File: config.mk
export PLATFORM = sky130hd
export DESIGN_NAME = mmu_bank_window
export DESIGN_NICKNAME = d
export VERILOG_FILES = /design/src/rtl/mmu_pkg.sv /design/src/rtl/mmu_bank_stack.sv /design/src/rtl/mmu_seq.sv /design/src/rtl/mmu_addr_map.sv /design/src/rtl/mmu_bank_window.sv
export SDC_FILE = /design/constraint.sdc
export NUM_CORES = 1
export LEC_CHECK = 0
export BUFFER_PORTS_ARGS = -buffer_cell sky130_fd_sc_hd__buf_2
export CAP_MARGIN = 20
export CORE_ASPECT_RATIO = 1.1
export CORE_MARGIN = 3
export CORE_UTILIZATION = 39
export DETAILED_ROUTE_END_ITERATION = 10
export GPL_ROUTABILITY_DRIVEN = 0
export SLEW_MARGIN = 20
export SYNTH_ARGS = -nofsm -noshare
export SYNTH_HDL_FRONTEND = slang
export SYNTH_HIERARCHICAL = 1
export SYNTH_SLANG_ARGS = --single-unit
export TNS_END_PERCENT = 100
File: constraint.sdc
create_clock -name clk -period 10.3 [get_ports clk]
set_input_delay 0.515 -clock clk [delete_from_list [all_inputs] [get_ports clk]]
set_output_delay 0.515 -clock clk [all_outputs]
set_load 0.05 [all_outputs]
File: src/rtl/mmu_pkg.sv
package mmu_pkg;
    typedef enum logic [2:0] {
        ST_IDLE,
        ST_OPLO,
        ST_OPHI,
        ST_ARMED,
        ST_FETCH_RUN,
        ST_JUMP_RUN,
        ST_RET_RUN
    } mmu_state_e;

    typedef enum logic {
        KIND_DATA,
        KIND_JUMP
    } pfx_kind_e;

    localparam logic [7:0] OP_PFX_DATA = 8'hFC;
    localparam logic [7:0] OP_PFX_JUMP = 8'hDC;
    localparam logic [7:0] OP_JSR      = 8'h20;
    localparam logic [7:0] OP_JMP      = 8'h4C;
    localparam logic [7:0] OP_RTS      = 8'h60;
    localparam logic [7:0] OP_RTI      = 8'h40;
endpackage

File: src/rtl/mmu_bank_stack.sv
module mmu_bank_stack #(
    parameter int BANK_W = 8,
    parameter int DEPTH  = 128
) (
    input  logic              clk,
    input  logic              rst_n,
    input  logic              push,
    input  logic              pop,
    input  logic [BANK_W-1:0] din,
    output logic [BANK_W-1:0] top,
    output logic              empty
);
    localparam int PTR_W = $clog2(DEPTH);
    localparam logic [PTR_W:0] CNT_MAX = (PTR_W+1)'(DEPTH);

    logic [BANK_W-1:0] mem [DEPTH];
    logic [PTR_W-1:0]  ptr;
    logic [PTR_W-1:0]  rd_idx;
    logic [PTR_W:0]    count;

    assign rd_idx = ptr - 1'b1;
    assign top    = mem[rd_idx];
    assign empty  = (count == '0);

    always_ff @(posedge clk) begin
        if (push) begin
            mem[ptr] <= din;
        end
    end

    always_ff @(posedge clk) begin
        if (!rst_n) begin
            ptr   <= '0;
            count <= '0;
        end else if (push) begin
            ptr <= ptr + 1'b1;
            if (count != CNT_MAX) begin
                count <= count + 1'b1;
            end
        end else if (pop && !empty) begin
            ptr   <= rd_idx;
            count <= count - 1'b1;
        end
    end

    assert_count_bound_R8: assert property (@(posedge clk) disable iff (!rst_n)
        count <= CNT_MAX);
    assert_no_pop_empty_R8: assert property (@(posedge clk) disable iff (!rst_n)
        pop |-> !empty);
    assert_no_push_pop_R7: assert property (@(posedge clk) disable iff (!rst_n)
        !(push && pop));
endmodule

File: src/rtl/mmu_seq.sv
module mmu_seq
    import mmu_pkg::*;
#(
    parameter int BANK_W = 8
) (
    input  logic              clk,
    input  logic              rst_n,
    input  logic              sync,
    input  logic              intr_ack,
    input  logic [7:0]        bus_data,
    input  logic              stk_empty,
    input  logic [BANK_W-1:0] stk_top,
    output logic [BANK_W-1:0] eff_bank,
    output logic              push,
    output logic [BANK_W-1:0] push_val,
    output logic              pop
);
    mmu_state_e        state, nxt;
    pfx_kind_e         pend_kind, saved_kind;
    logic [BANK_W-1:0] pend_bank, saved_bank, cur_bank, commit_bank;
    logic              saved_vld, jsr_flag;
    logic              decoding, is_pfx, is_jump_op;

    assign decoding   = sync && (state != ST_OPLO) && (state != ST_OPHI);
    assign is_pfx     = (bus_data == OP_PFX_DATA) || (bus_data == OP_PFX_JUMP);
    assign is_jump_op = (bus_data == OP_JSR) || (bus_data == OP_JMP);
    assign push_val   = cur_bank;

    // next-state logic
    always_comb begin
        nxt = state;
        unique case (state)
            ST_OPLO: nxt = ST_OPHI;
            ST_OPHI: nxt = ST_ARMED;
            default: begin
                if (decoding) begin
                    if (intr_ack) begin
                        nxt = ST_IDLE;
                    end else if (state == ST_ARMED) begin
                        if (pend_kind == KIND_DATA)  nxt = ST_FETCH_RUN;
                        else if (is_jump_op)         nxt = ST_JUMP_RUN;
                        else                         nxt = ST_IDLE;
                    end else if (is_pfx) begin
                        nxt = ST_OPLO;
                    end else if (bus_data == OP_RTS) begin
                        nxt = ST_RET_RUN;
                    end else if (bus_data == OP_RTI && saved_vld) begin
                        nxt = ST_ARMED;
                    end else begin
                        nxt = ST_IDLE;
                    end
                end
            end
        endcase
    end

    // state register
    always_ff @(posedge clk) begin
        if (!rst_n) state <= ST_IDLE;
        else        state <= nxt;
    end

    // outputs: commit of deferred bank changes and the bank in effect
    always_comb begin
        commit_bank = cur_bank;
        push        = 1'b0;
        pop         = 1'b0;
        if (sync && state == ST_JUMP_RUN) begin
            commit_bank = pend_bank;
            push        = jsr_flag;
        end else if (sync && state == ST_RET_RUN && !stk_empty) begin
            commit_bank = stk_top;
            pop         = 1'b1;
        end
        eff_bank = commit_bank;
        if (sync && state == ST_ARMED && pend_kind == KIND_DATA && !intr_ack) begin
            eff_bank = pend_bank;
        end else if (!sync && state == ST_FETCH_RUN) begin
            eff_bank = pend_bank;
        end
    end

    // bank registers
    always_ff @(posedge clk) begin
        if (!rst_n) begin
            cur_bank   <= '0;
            pend_bank  <= '0;
            pend_kind  <= KIND_DATA;
            saved_bank <= '0;
            saved_kind <= KIND_DATA;
            saved_vld  <= 1'b0;
            jsr_flag   <= 1'b0;
        end else begin
            cur_bank <= commit_bank;
            if (state == ST_OPLO) begin
                pend_bank <= bus_data[BANK_W-1:0];
            end
            if (decoding) begin
                if (intr_ack) begin
                    if (state == ST_ARMED) begin
                        saved_bank <= pend_bank;
                        saved_kind <= pend_kind;
                        saved_vld  <= 1'b1;
                    end
                end else if (state == ST_ARMED) begin
                    jsr_flag <= (bus_data == OP_JSR);
                end else if (is_pfx) begin
                    pend_kind <= (bus_data == OP_PFX_JUMP) ? KIND_JUMP : KIND_DATA;
                end else if (bus_data == OP_RTI && saved_vld) begin
                    pend_bank <= saved_bank;
                    pend_kind <= saved_kind;
                    saved_vld <= 1'b0;
                end
            end
        end
    end

    assert_nonsync_ignored_R5: assert property (@(posedge clk) disable iff (!rst_n)
        (!sync && state == ST_IDLE) |=> state == ST_IDLE);
    assert_operand_order_R4: assert property (@(posedge clk) disable iff (!rst_n)
        state == ST_OPLO |=> state == ST_OPHI);
    assert_data_one_instr_R4: assert property (@(posedge clk) disable iff (!rst_n)
        (sync && state == ST_ARMED && pend_kind == KIND_DATA && !intr_ack)
        |=> state == ST_FETCH_RUN);
    assert_intr_saves_R9: assert property (@(posedge clk) disable iff (!rst_n)
        (sync && state == ST_ARMED && intr_ack) |=> saved_vld);
    assert_bank_stable_R6: assert property (@(posedge clk) disable iff (!rst_n)
        !sync |=> $stable(cur_bank));
endmodule

File: src/rtl/mmu_addr_map.sv
module mmu_addr_map #(
    parameter int          CPU_AW  = 16,
    parameter int          OFS_W   = 12,
    parameter int          BANK_W  = 8,
    parameter logic [3:0]  WIN_TAG = 4'hA
) (
    input  logic [CPU_AW-1:0]       cpu_addr,
    input  logic [BANK_W-1:0]       bank,
    output logic [BANK_W+OFS_W-1:0] phys_addr,
    output logic                    win_hit
);
    localparam int PA_W = BANK_W + OFS_W;

    assign win_hit = (cpu_addr[CPU_AW-1:OFS_W] == WIN_TAG);

    always_comb begin
        if (win_hit) phys_addr = {bank, cpu_addr[OFS_W-1:0]};
        else         phys_addr = {{(PA_W-CPU_AW){1'b0}}, cpu_addr};
    end
endmodule

File: src/rtl/mmu_bank_window.sv
module mmu_bank_window #(
    parameter int BANK_W  = 8,
    parameter int DEPTH   = 128,
    parameter int CPU_AW  = 16,
    parameter int OFS_W   = 12,
    localparam int PA_W   = BANK_W + OFS_W
) (
    input  logic              clk,
    input  logic              rst_n,
    input  logic              sync,
    input  logic              intr_ack,
    input  logic [CPU_AW-1:0] cpu_addr,
    input  logic [7:0]        bus_data,
    output logic [PA_W-1:0]   phys_addr,
    output logic              win_hit
);
    logic [BANK_W-1:0] eff_bank, push_val, stk_top;
    logic              push, pop, stk_empty;

    mmu_seq #(.BANK_W(BANK_W)) u_seq (
        .clk(clk), .rst_n(rst_n), .sync(sync), .intr_ack(intr_ack),
        .bus_data(bus_data), .stk_empty(stk_empty), .stk_top(stk_top),
        .eff_bank(eff_bank), .push(push), .push_val(push_val), .pop(pop)
    );

    mmu_bank_stack #(.BANK_W(BANK_W), .DEPTH(DEPTH)) u_stack (
        .clk(clk), .rst_n(rst_n), .push(push), .pop(pop),
        .din(push_val), .top(stk_top), .empty(stk_empty)
    );

    mmu_addr_map #(.CPU_AW(CPU_AW), .OFS_W(OFS_W), .BANK_W(BANK_W)) u_map (
        .cpu_addr(cpu_addr), .bank(eff_bank),
        .phys_addr(phys_addr), .win_hit(win_hit)
    );

    assert_passthru_R1: assert property (@(posedge clk) disable iff (!rst_n)
        !win_hit |-> phys_addr[PA_W-1:CPU_AW] == '0 && phys_addr[CPU_AW-1:0] == cpu_addr);
    assert_offset_R2: assert property (@(posedge clk) disable iff (!rst_n)
        win_hit |-> phys_addr[OFS_W-1:0] == cpu_addr[OFS_W-1:0]);
endmodule

; ---- Word-level counts from Yosys, hierarchy flattened
; Memories as Yosys holds them, arrays and structs flattened.
; Cells that the tools add are included.
[op_classes]
addsub = 4
eq_ne = 20
n_mux = 38
n_bitwise = 3
reduce_logical = 26
[op_table]
columns = operator, count
row1 = 8-bit two-way mux, 13
row2 = "8-bit by 7-bit equality test with 1-bit output, second input constant", 3
row3 = 3-bit two-way mux, 7
row4 = 20-bit two-way mux, 1
row5 = "8-bit equality test, second input constant", 2
row6 = 7-bit two-way mux, 2
row7 = 1-bit two-way mux, 13
row8 = 1-bit logical AND, 11
row9 = "3-bit equality test, second input constant", 3
row10 = "8-bit by 1-bit adder with 8-bit output, second input constant", 1
row11 = "8-bit by 6-bit equality test with 1-bit output, second input constant", 1
row12 = 8-bit zero test, 1
row13 = "8-bit != test, second input constant", 1
row14 = "8-bit by 1-bit subtractor with 8-bit output, second input constant", 1
row15 = "7-bit by 1-bit adder with 7-bit output, second input constant", 1
row16 = "7-bit by 1-bit subtractor with 7-bit output, second input constant", 1
row17 = "3-bit by 2-bit equality test with 1-bit output, second input constant", 2
row18 = 3-bit case mux with 2 select lines, 1
row19 = 3-bit AND reduction, 2
row20 = 2-bit nonzero test, 3
row21 = 5-bit AND reduction, 1
row22 = "4-bit equality test, second input constant", 1
row23 = "2-bit by 1-bit != test with 1-bit output, second input constant", 2
row24 = "2-bit != test, second input constant", 2
row25 = other kinds (10), 15
[totals]
reg_bits = 46
ram_bits = 1024
inputBits = 28
out_inout_bits = 21
word_cells = 102
n_memories = 1
[memory_table]
columns = name, words, width, rd, rd_ports_with_merged_regs, write_ports, line_no
row1 = u_stack.mem, 128, 8, 1, 0, 1, mmu_bank_stack.sv:16  ; logic [BANK_W-1:0] mem [DEPTH];

; ---- Logic depth before layout (Yosys ltp)
; Gate-level depths: netlist of the first run.
[depth]
ltp_word = 9
mapped_depth = 19
depth_no_buf = 12

; ---- Modules after synthesis
; Netlist of the first run, hierarchy kept.
[modules_own_cells]
columns = mod, instances, cells_each, area_per_inst_um2, seq_area_each_um2
row1 = mmu_bank_stack, 1, 2005, 40797.9, 31049.8
row2 = mmu_seq, 1, 186, 1685.4, 620.6
row3 = mmu_addr_map, 1, 26, 182.7, 0.0

; ---- Least setup slack after synthesis of the first run
; No wires, ideal clock.
[synth_timing]
path_type = reg2out
from = register u_stack.ptr[0]
to = output phys_addr[12]
arrival_ns = 4.378
required_time_ns = 9.785
setup_slack_ns = 5.407
stages_incl_launch_ff = 20
path_buffers = 8
cell_sequence = dfxtp_1 > buf_2 > buf_4 > buf_2 > buf_2 > inv_1 > ha_1 > buf_2 > buf_2 > buf_2 > clkbuf_1 > mux4_2 > nand2_1 > nand3_1 > a31oi_1 > nor4_2 > mux2i_1 > a21oi_1 > nand2_1 > o21ai_0
[synth_between]
elab_chain_cells = 7
[synth_lines]
columns = item, line_no
row1 = start: declaration, mmu_bank_stack.sv:17  ; logic [PTR_W-1:0] ptr;
row2 = start signal: assignment, mmu_bank_stack.sv:36  ; ptr <= ptr + 1'b1;
row3 = start signal: assignment, mmu_bank_stack.sv:41  ; ptr <= rd_idx;
row4 = 7-bit by 1-bit subtractor with 7-bit output, mmu_bank_stack.sv:21  ; assign rd_idx = ptr - 1'b1;
row5 = memory read 128 x 8 bit, --
row6 = net stk_top[0], mmu_bank_window.sv:17  ; logic [BANK_W-1:0] eff_bank, push_val, stk_top;
row7 = 8-bit two-way mux, mmu_seq.sv:71  ; end else if (sync && state == ST_RET_RUN && !stk_empty) begin
row8 = 8-bit two-way mux, mmu_seq.sv:68  ; if (sync && state == ST_JUMP_RUN) begin
row9 = 8-bit two-way mux, mmu_seq.sv:78  ; end else if (!sync && state == ST_FETCH_RUN) begin
row10 = 8-bit two-way mux, mmu_seq.sv:76  ; if (sync && state == ST_ARMED && pend_kind == KIND_DATA && !intr_ack) begin
row11 = net eff_bank[0], mmu_bank_window.sv:17
row12 = 20-bit two-way mux, mmu_addr_map.sv:17  ; if (win_hit) phys_addr = {bank, cpu_addr[OFS_W-1:0]};
row13 = end: declaration, mmu_bank_window.sv:14  ; output logic [PA_W-1:0] phys_addr,
; The timed path passes the listed nets, and every way through them passes these cells.

; ---- Final worst setup path of the first run
[layout_timing]
from = register u_stack.ptr[0]
to = output phys_addr[15]
; The elaborated chain is that of the path after synthesis.

==> results.sh, run 1 <==
export IMPL_synthesis_area_mm2=0.04267
export IMPL_cts_buffers=105
export IMPL_synthArstFlopShare_pct=0
export IMPL_setup_tns_ns=0
export IMPL_grt_pass1_wl_mm=148.2
export IMPL_fin_crit_ns=6.356
export IMPL_wl_met1_mm=40.14
export IMPL_fin_skew_ns=0.02850
export IMPL_wl_met2_mm=49.69
export IMPL_overflow=0
export IMPL_hpwlAfterDp_mm=60.53
export IMPL_start_util_pct=39.51
export IMPL_die_x_um=321.4
export IMPL_min_from="intr_ack"
export IMPL_rr_worst_depth=9
export IMPL_clockBufferDepth=3
export IMPL_drt_iter0_drc=2249
export IMPL_syn_avg_cell_area_um2=19.24
export IMPL_synth_area_top_cells="edfxtp_1 72%, mux4_2 14%, dfxtp_1 2.2%"
export IMPL_clk_pin_slew_ns=0.06
export IMPL_top_layer="met4"
export IMPL_antenna_found_initial=0
export IMPL_vias=21330
export IMPL_setup_violations=0
export IMPL_cts_root_buf="clkbuf_16"
export IMPL_ant_nets=0
export IMPL_drv_slew=0
export IMPL_wl_per_cell_um=26.47
export IMPL_regArea_mm2=0.03170
export IMPL_track_usage_pct=17.52
export IMPL_reg2reg_to="u_seq/push_val[4]"
export IMPL_power_w=0.008394
export IMPL_fin_crit_sh_pct=61.70
export IMPL_yosysTopAreaCell="edfxtp_1"
export IMPL_fillCellCount=9089
export IMPL_post_cts_resized=0
export IMPL_crit_chain="inv_1 -> ha_4 -> xnor2_4 -> buf_4 -> buf_4 -> nand2_1 -> a32oi_1 -> a31oi_1 -> nor4_2 -> mux2i_1 -> a21oi_1 -> nor2_1 -> a31oi_1 -> buf_2"
export IMPL_crit_path_end_kind="output pin"
export IMPL_cp_start_kind="flip-flop"
export IMPL_coreArea_mm2=0.1080
export IMPL_hp_class="in2reg"
export IMPL_crit_fanout=54
export IMPL_dieArea_mm2=0.1134
export IMPL_r2r_start="u_stack/ptr[0]"
export IMPL_port_buffers=24
export IMPL_diodes=0
export IMPL_synth_distinct_cells=70
export IMPL_htreeDepth=3
export IMPL_grt_max_degree=148
export IMPL_p_per_area_mw_per_mm2=176.4
export IMPL_rows=126
export IMPL_rsz0062_at_grt="no"
export IMPL_nets=2290
export IMPL_synth_top_cell_area_share_pct=72.07
export IMPL_crit_start="u_stack/ptr[0]"
export IMPL_fmax_mhz=157.3
export IMPL_first_pass_iters=5
export IMPL_slowest_delay_ns=0.93
export IMPL_ys_seq_area_share_pct=74.23
export IMPL_ir_drop_v=0.0001448
export IMPL_relSlewSlack_pct=30.54
export IMPL_vias_per_cell=5.696
export IMPL_r2r_slack_ns=5.42
export IMPL_finalHoldViolations=0
export IMPL_clk_insertion_delay_late_ns=0.67
export IMPL_slowest_stage="dfxtp_4"
export IMPL_synth_edff_count=1024
export IMPL_yosysWarnings=6
export IMPL_drive_above_1_share_pct=22.30
export IMPL_holdPathStages=3
export IMPL_synth_seq_cells=1070
export IMPL_p_leak_nw=17.09
export IMPL_cp_arrival_ns=5.84
export IMPL_outcome="completed"
export IMPL_critPathBufInv=4
export IMPL_cap_viol_max_count=0
export IMPL_synthesis_nets=2254
export IMPL_tightest_slew_ns=1.042
export IMPL_path_class="reg2out"
export IMPL_cts_tree="built"
export IMPL_synth_main_ff_cell="edfxtp_1"
export IMPL_cts_sinks=1070
export IMPL_multiInputGateArea_mm2=0.01031
export IMPL_die_h_um=352.9
export IMPL_min_to="u_seq/state[0]"
export IMPL_wl_met3_mm=6.683
export IMPL_required_ns=9.79
export IMPL_io_pins=49
export IMPL_crit_family="buffers and inverters"
export IMPL_drc=0
export IMPL_wl_mm=99.10
export IMPL_grt_pass1_vias=22040
export IMPL_synth_cells=2217
export IMPL_cts_hold_buffers=0
export IMPL_post_cts_buffers=0
export IMPL_synthToLayoutAreaGrowth_pct=11.55
layout make-up:
| cell class | instances | area share [%] |
|---|---|---|
| Clock buffer | 128 | 5.747 |
| Clock inverter | 62 | 1.123 |
| Inverter | 17 | 0.1341 |
| Multi-Input combinational cell | 992 | 21.66 |
| Sequential cell | 1070 | 66.62 |
| Tap cell | 1408 | 3.702 |
| Timing Repair Buffer | 67 | 1.017 |
cells in the final DEF (no fill, tap or decap), drive strengths merged, types with 3 or more instances in the layout:
cell type	instances
a21oi	28
a31oi	28
a32oi	25
and2	7
and3	5
buf	67
bufinv	8
clkbuf	128
clkinv	48
dfxtp	46
edfxtp	1024
ha	8
inv	21
mux2i	55
mux4	273
nand2	182
nand2b	6
nand3	60
nand4	5
nor2	163
nor2b	23
nor3	16
nor3b	4
nor4	11
o211a	8
o21a	4
o21ai	16
o22ai	11
o31a	3
o31ai	3
or3	5
xnor2	10
xor2	6
how the worst max path moves through the flow:
stage,to,slack [ns],cells past startpoint
final,phys_addr[15],3.94,14
after global routing,phys_addr[15],3.46,13
after CTS,phys_addr[15],3.68,13
after global placement,phys_addr[15],4.49,13
after floorplan,phys_addr[12],5.41,19
after detailed placement,phys_addr[15],4.42,13
kinds of logic (layout without fill, tap and decap cells):
kind of cell | Yosys count | in the layout | synth area share (%)
flip-flops | 1070 | 1070 | 74.23
AND/OR/NAND/NOR | 498 | 498 | 5.364
multiplexers | 328 | 328 | 15.70
buffers and inverters | 155 | 274 | 1.742
AO/OA/AOI/OAI | 141 | 141 | 2.302
XOR/XNOR | 16 | 16 | 0.3812
adder cells (fa/ha/maj) | 9 | 9 | 0.2815
flip-flops by register name, summed over array words and instances, names as in the netlist:
name / flops
u_seq/saved_vld: 1
u_seq/state: 3
u_seq/pend_bank: 8
u_seq/jsr_flag: 1
u_seq/saved_bank: 8
u_seq/push_val: 8
u_stack/mem: 1024
u_stack/count: 8
u_seq/saved_kind: 1
u_seq/pend_kind: 1
u_stack/ptr: 7
stage by stage:
step / cells / utilization [%] / setup WS [ns] / hold WS [ns] / area [um^2]
floorplan: 2217 / - / 5.407 / 0.4674 / 42670
global placement: 3554 / 41.04 / 4.487 / 0.4771 / 44320
detailed placement: 3554 / 41.04 / 4.416 / 0.4877 / 44320
CTS: 3744 / 44.07 / 3.677 / 0.1734 / 47590
global route: 3744 / 44.07 / 3.457 / 0.2080 / 47590
finish: 3744 / 44.07 / 3.944 / 0.2153 / 47590
metal layers:
layer	vias to the layer above	global-route usage, %
met5	-	0
met4	0	5.431
met3	147	2.980
met2	797	29.26
met1	11340	23.57
li1	9043	-
worst min-delay path, cell delays in order:
cell,delay [ns]
buf_2,0.11
nand2b_1,0.13
o31ai_2,0.08
report_power, final:
part            total, W  switching, W  internal (W)
sequential       0.00470    0.00000533       0.00469
clock            0.00366       0.00158       0.00209
combinational  0.0000365     0.0000219     0.0000147
cells in the mapped netlist (2+ instances only):
master and instances:
or3_1 4, o31a_1 3, xnor2_2 2, a211o_1 2
xnor2_1 8, buf_6 2, nand2b_1 5, o21ai_0 16
o211ai_1 2, nor4_1 2, nand4_1 5, nor3b_1 4
o211a_1 8, edfxtp_1 1024, clkbuf_1 50, inv_1 15
o31ai_2 2, ha_1 8, inv_2 2, nand3_1 59
a21oi_1 28, and3_1 5, nor2_1 163, o22ai_1 11
nor3_1 16, mux2i_1 55, dfxtp_1 46, buf_2 47
a31oi_1 28, mux4_2 273, nor4_2 8, o21a_1 4
buf_4 23, and2_1 7, buf_1 15, nor2b_1 22
nand2_1 182, a32oi_1 25, xor2_1 5
Power figures use the tool's default switching activity.
==> inputs of run 2 (changes only) <==
--- a/config.mk
+++ b/config.mk
@@ -5,6 +5,7 @@
 export SDC_FILE = /design/constraint.sdc
 export NUM_CORES = 1
 export LEC_CHECK = 0
+export ABC_AREA = 1
 export BUFFER_PORTS_ARGS = -buffer_cell sky130_fd_sc_hd__buf_2
 export CAP_MARGIN = 20
 export CORE_ASPECT_RATIO = 1.1
==> constraint.sdc (replaced) <==
create_clock -name clk -period 5.4 [get_ports clk]
set_input_delay 0.27 -clock clk [delete_from_list [all_inputs] [get_ports clk]]
set_output_delay 0.27 -clock clk [all_outputs]
set_load 0.05 [all_outputs]
==> results.sh, run 2 <==
export IMPL_cts_sinks=1070
export IMPL_overflow=0
export IMPL_wl_mm=117.4
export IMPL_rsz0062_at_grt="no"
export IMPL_setup_tns_ns=0
export IMPL_yosys_area_share_simple_pct=23.13
export IMPL_grt_max_degree=191
export IMPL_yosys_top_cells_count="1289 x nand2_1, 1024 x edfxtp_1, 868 x nand3_1, 249 x nor2_1, 146 x buf_2"
export IMPL_nets=4042
export IMPL_p_leak_nw=18.56
export IMPL_synth_most_common_cell="nand2_1"
export IMPL_post_cts_buffers=0
export IMPL_outcome="completed"
export IMPL_vias_per_cell=5.306
export IMPL_ant_nets=0
export IMPL_crit_path_end_kind="output pin"
export IMPL_diodes=0
export IMPL_port_buffers=24
export IMPL_setup_violations=0
export IMPL_tightest_slew_ns=1.213
export IMPL_coreArea_mm2=0.1135
export IMPL_dieArea_mm2=0.1193
export IMPL_synthArstFlopShare_pct=0
export IMPL_cts_root_buf="clkbuf_16"
export IMPL_cts_buffers=104
export IMPL_hp_class="in2reg"
export IMPL_required_ns=5.13
export IMPL_start_util_pct=39.59
export IMPL_crit_fanout=190
export IMPL_synth_top_cell_area_share_pct=68.44
export IMPL_final_common_cell="nand2_1"
export IMPL_crit_family="simple AND/OR/NAND/NOR gates"
export IMPL_syn_avg_cell_area_um2=11.03
export IMPL_slowest_delay_ns=0.47
export IMPL_slowest_stage="buf_12"
export IMPL_cts_tree="built"
export IMPL_io_pins=49
export IMPL_htreeDepth=3
export IMPL_synth_seq_cells=1070
export IMPL_synth_compound_area_share_pct=2.019
export IMPL_antenna_found_initial=0
export IMPL_fin_crit_sh_pct=92.86
export IMPL_largest_reg_flops=1024
export IMPL_wl_per_cell_um=20.98
export IMPL_grt_pass1_vias=28240
export IMPL_critPathBufInv=3
export IMPL_die_x_um=329.6
export IMPL_drc=0
export IMPL_path_class="reg2out"
export IMPL_pre_cts_slack_ns=1.154
export IMPL_synth_cells=4074
export IMPL_final_cell_mix="1288 x nand2_1, 1024 x edfxtp_1, 868 x nand3_1"
export IMPL_largest_register="u_stack/mem"
export IMPL_cap_viol_max_count=0
export IMPL_synthesis_nets=4111
export IMPL_yosysTopAreaCell="edfxtp_1"
export IMPL_synth_xor_area_share_pct=0.2534
export IMPL_cp_start_kind="flip-flop"
export IMPL_synth_area_top_cells="edfxtp_1 68%, nand2_1 11%, nand3_1 9.7%"
export IMPL_rows=129
export IMPL_first_pass_iters=5
export IMPL_clk_insertion_delay_late_ns=0.68
export IMPL_drt_iter0_drc=3095
export IMPL_hpwlAfterDp_mm=66.10
export IMPL_synth_main_ff_cell="edfxtp_1"
export IMPL_ir_drop_v=0.0002358
export IMPL_clk_pin_slew_ns=0.06
export IMPL_track_usage_pct=19.45
export IMPL_synth_top_family_by_area="simple AND/OR/NAND/NOR gates"
export IMPL_crit_chain="buf_4 -> buf_12 -> nand2_1 -> nand3_1 -> nand3_1 -> nand3_1 -> nand2_1 -> nand2_1 -> nand3_1 -> nand2_1 -> nand2_1 -> nand2_1 -> nand2_1 -> nand3_1 -> o21ai_0 -> o21ai_1 -> nor2_1 -> a21oi_1 -> buf_2"
export IMPL_synthesis_area_mm2=0.04493
export IMPL_fin_skew_ns=0.02419
export IMPL_fin_crit_ns=5.015
export IMPL_cp_arrival_ns=4.74
export IMPL_relSlewSlack_pct=19.12
export IMPL_setup_slack_ns=0.3853
export IMPL_synth_distinct_cells=42
export IMPL_grt_pass1_wl_mm=177.5
export IMPL_p_per_area_mw_per_mm2=331.2
export IMPL_drv_slew=0
export IMPL_synth_mux_area_share_pct=0
export IMPL_drive_above_1_share_pct=6.916
export IMPL_synthToLayoutAreaGrowth_pct=11.00
export IMPL_finalHoldViolations=0
export IMPL_crit_top_cell="nand2_1"
export IMPL_synth_edff_count=1024
export IMPL_fmax_mhz=199.4
export IMPL_vias=29700
export IMPL_die_h_um=362.0
export IMPL_yosysWarnings=6
export IMPL_clockBufferDepth=3
export IMPL_synthAdderAreaFrac_pct=0.2674
export IMPL_ys_seq_area_share_pct=70.49
run 2: cell count changes after synthesis, moves of 55 or more:
| cell | previous run | this run |
|---|---|---|
| nand3_1 | 59 | 868 |
| inv_1 | 15 | 120 |
| mux4_2 | 273 | 0 |
| mux2i_1 | 55 | 0 |
| nand2_1 | 182 | 1289 |
| buf_2 | 47 | 146 |
| nor2_1 | 163 | 249 |
run 2: power breakdown:
group | total (W) | switching, W | internal (W)
Combinational | 0.0000931 | 0.0000663 | 0.0000268
Clock | 0.00746 | 0.00310 | 0.00436
Sequential | 0.00897 | 0.0000133 | 0.00895
Total | 0.0165 | 0.00318 | 0.0133
run 2: final timing paths:
kind	startpoint	to	slack (ns)	cells after the start
worst max-delay path	u_stack/ptr[0]	phys_addr[15]	0.39	19
worst min-delay path	bus_data[1]	u_seq/pend_bank[1]	0.06	5
worst min register to register	u_seq/saved_kind	u_seq/saved_kind	0.45	2
worst max register to register	u_seq/state[0]	u_stack/mem[23][6]	1.28	9
run 2: worst reg2reg max path, cell delays in order, from the launching register on:
cell     delay, ns
dfxtp_1       0.43
inv_2         0.09
nor2_2        0.13
nand3_2       0.28
nor2_1        0.73
buf_4         0.24
inv_1         0.23
nor2_1        0.30
inv_2         0.35
nor2_1        0.94
run 2: cells by family (layout without fill, tap and decap cells):
group | Yosys count | in the layout
fa+ha+maj | 9 | 9
simple gates | 2443 | 2443
xor+xnor | 10 | 10
flops | 1070 | 1070
buf+inv | 387 | 405
compound gates | 155 | 155
run 2: routing by layer:
metal	track usage (%)	vias to the layer above	wire length [um]
met5	0	-	0
met4	8.277	0	4730
met3	2.842	210	7940
met2	30.83	1025	55010
met1	26.83	14480	49750
li1	-	13990	-
run 2: final cells by class:
cell class | count | area (um^2)
fill | 10440 | 63600
sequential | 1070 | 31700
multi-input combinational | 2617 | 11560
clock buffer | 127 | 2761
tap | 1506 | 1884
clock inverter | 66 | 752.0
timing repair buffer | 77 | 678.2
inverter | 135 | 529.3
run 2: metrics by stage:
step	utilization, %	hold slack (ns)	instance area, um^2	std cells	total power [W]
detailed placement	40.82	0.4493	46320	5401	0.009233
finish	43.95	0.06378	49870	5598	0.01652
floorplan	-	0.4084	44930	4074	0.009234
CTS	43.95	0.01112	49870	5598	0.01664
global route	43.95	0.06888	49870	5598	0.01697
global placement	40.82	0.4479	46320	5401	0.009232
run 2: what timing repair did:
item | 4_1_cts | 5_1_grt
hold buffers | 4 | 0
resized for setup | 0 | 0
hold endpoints to repair | 5 | 0
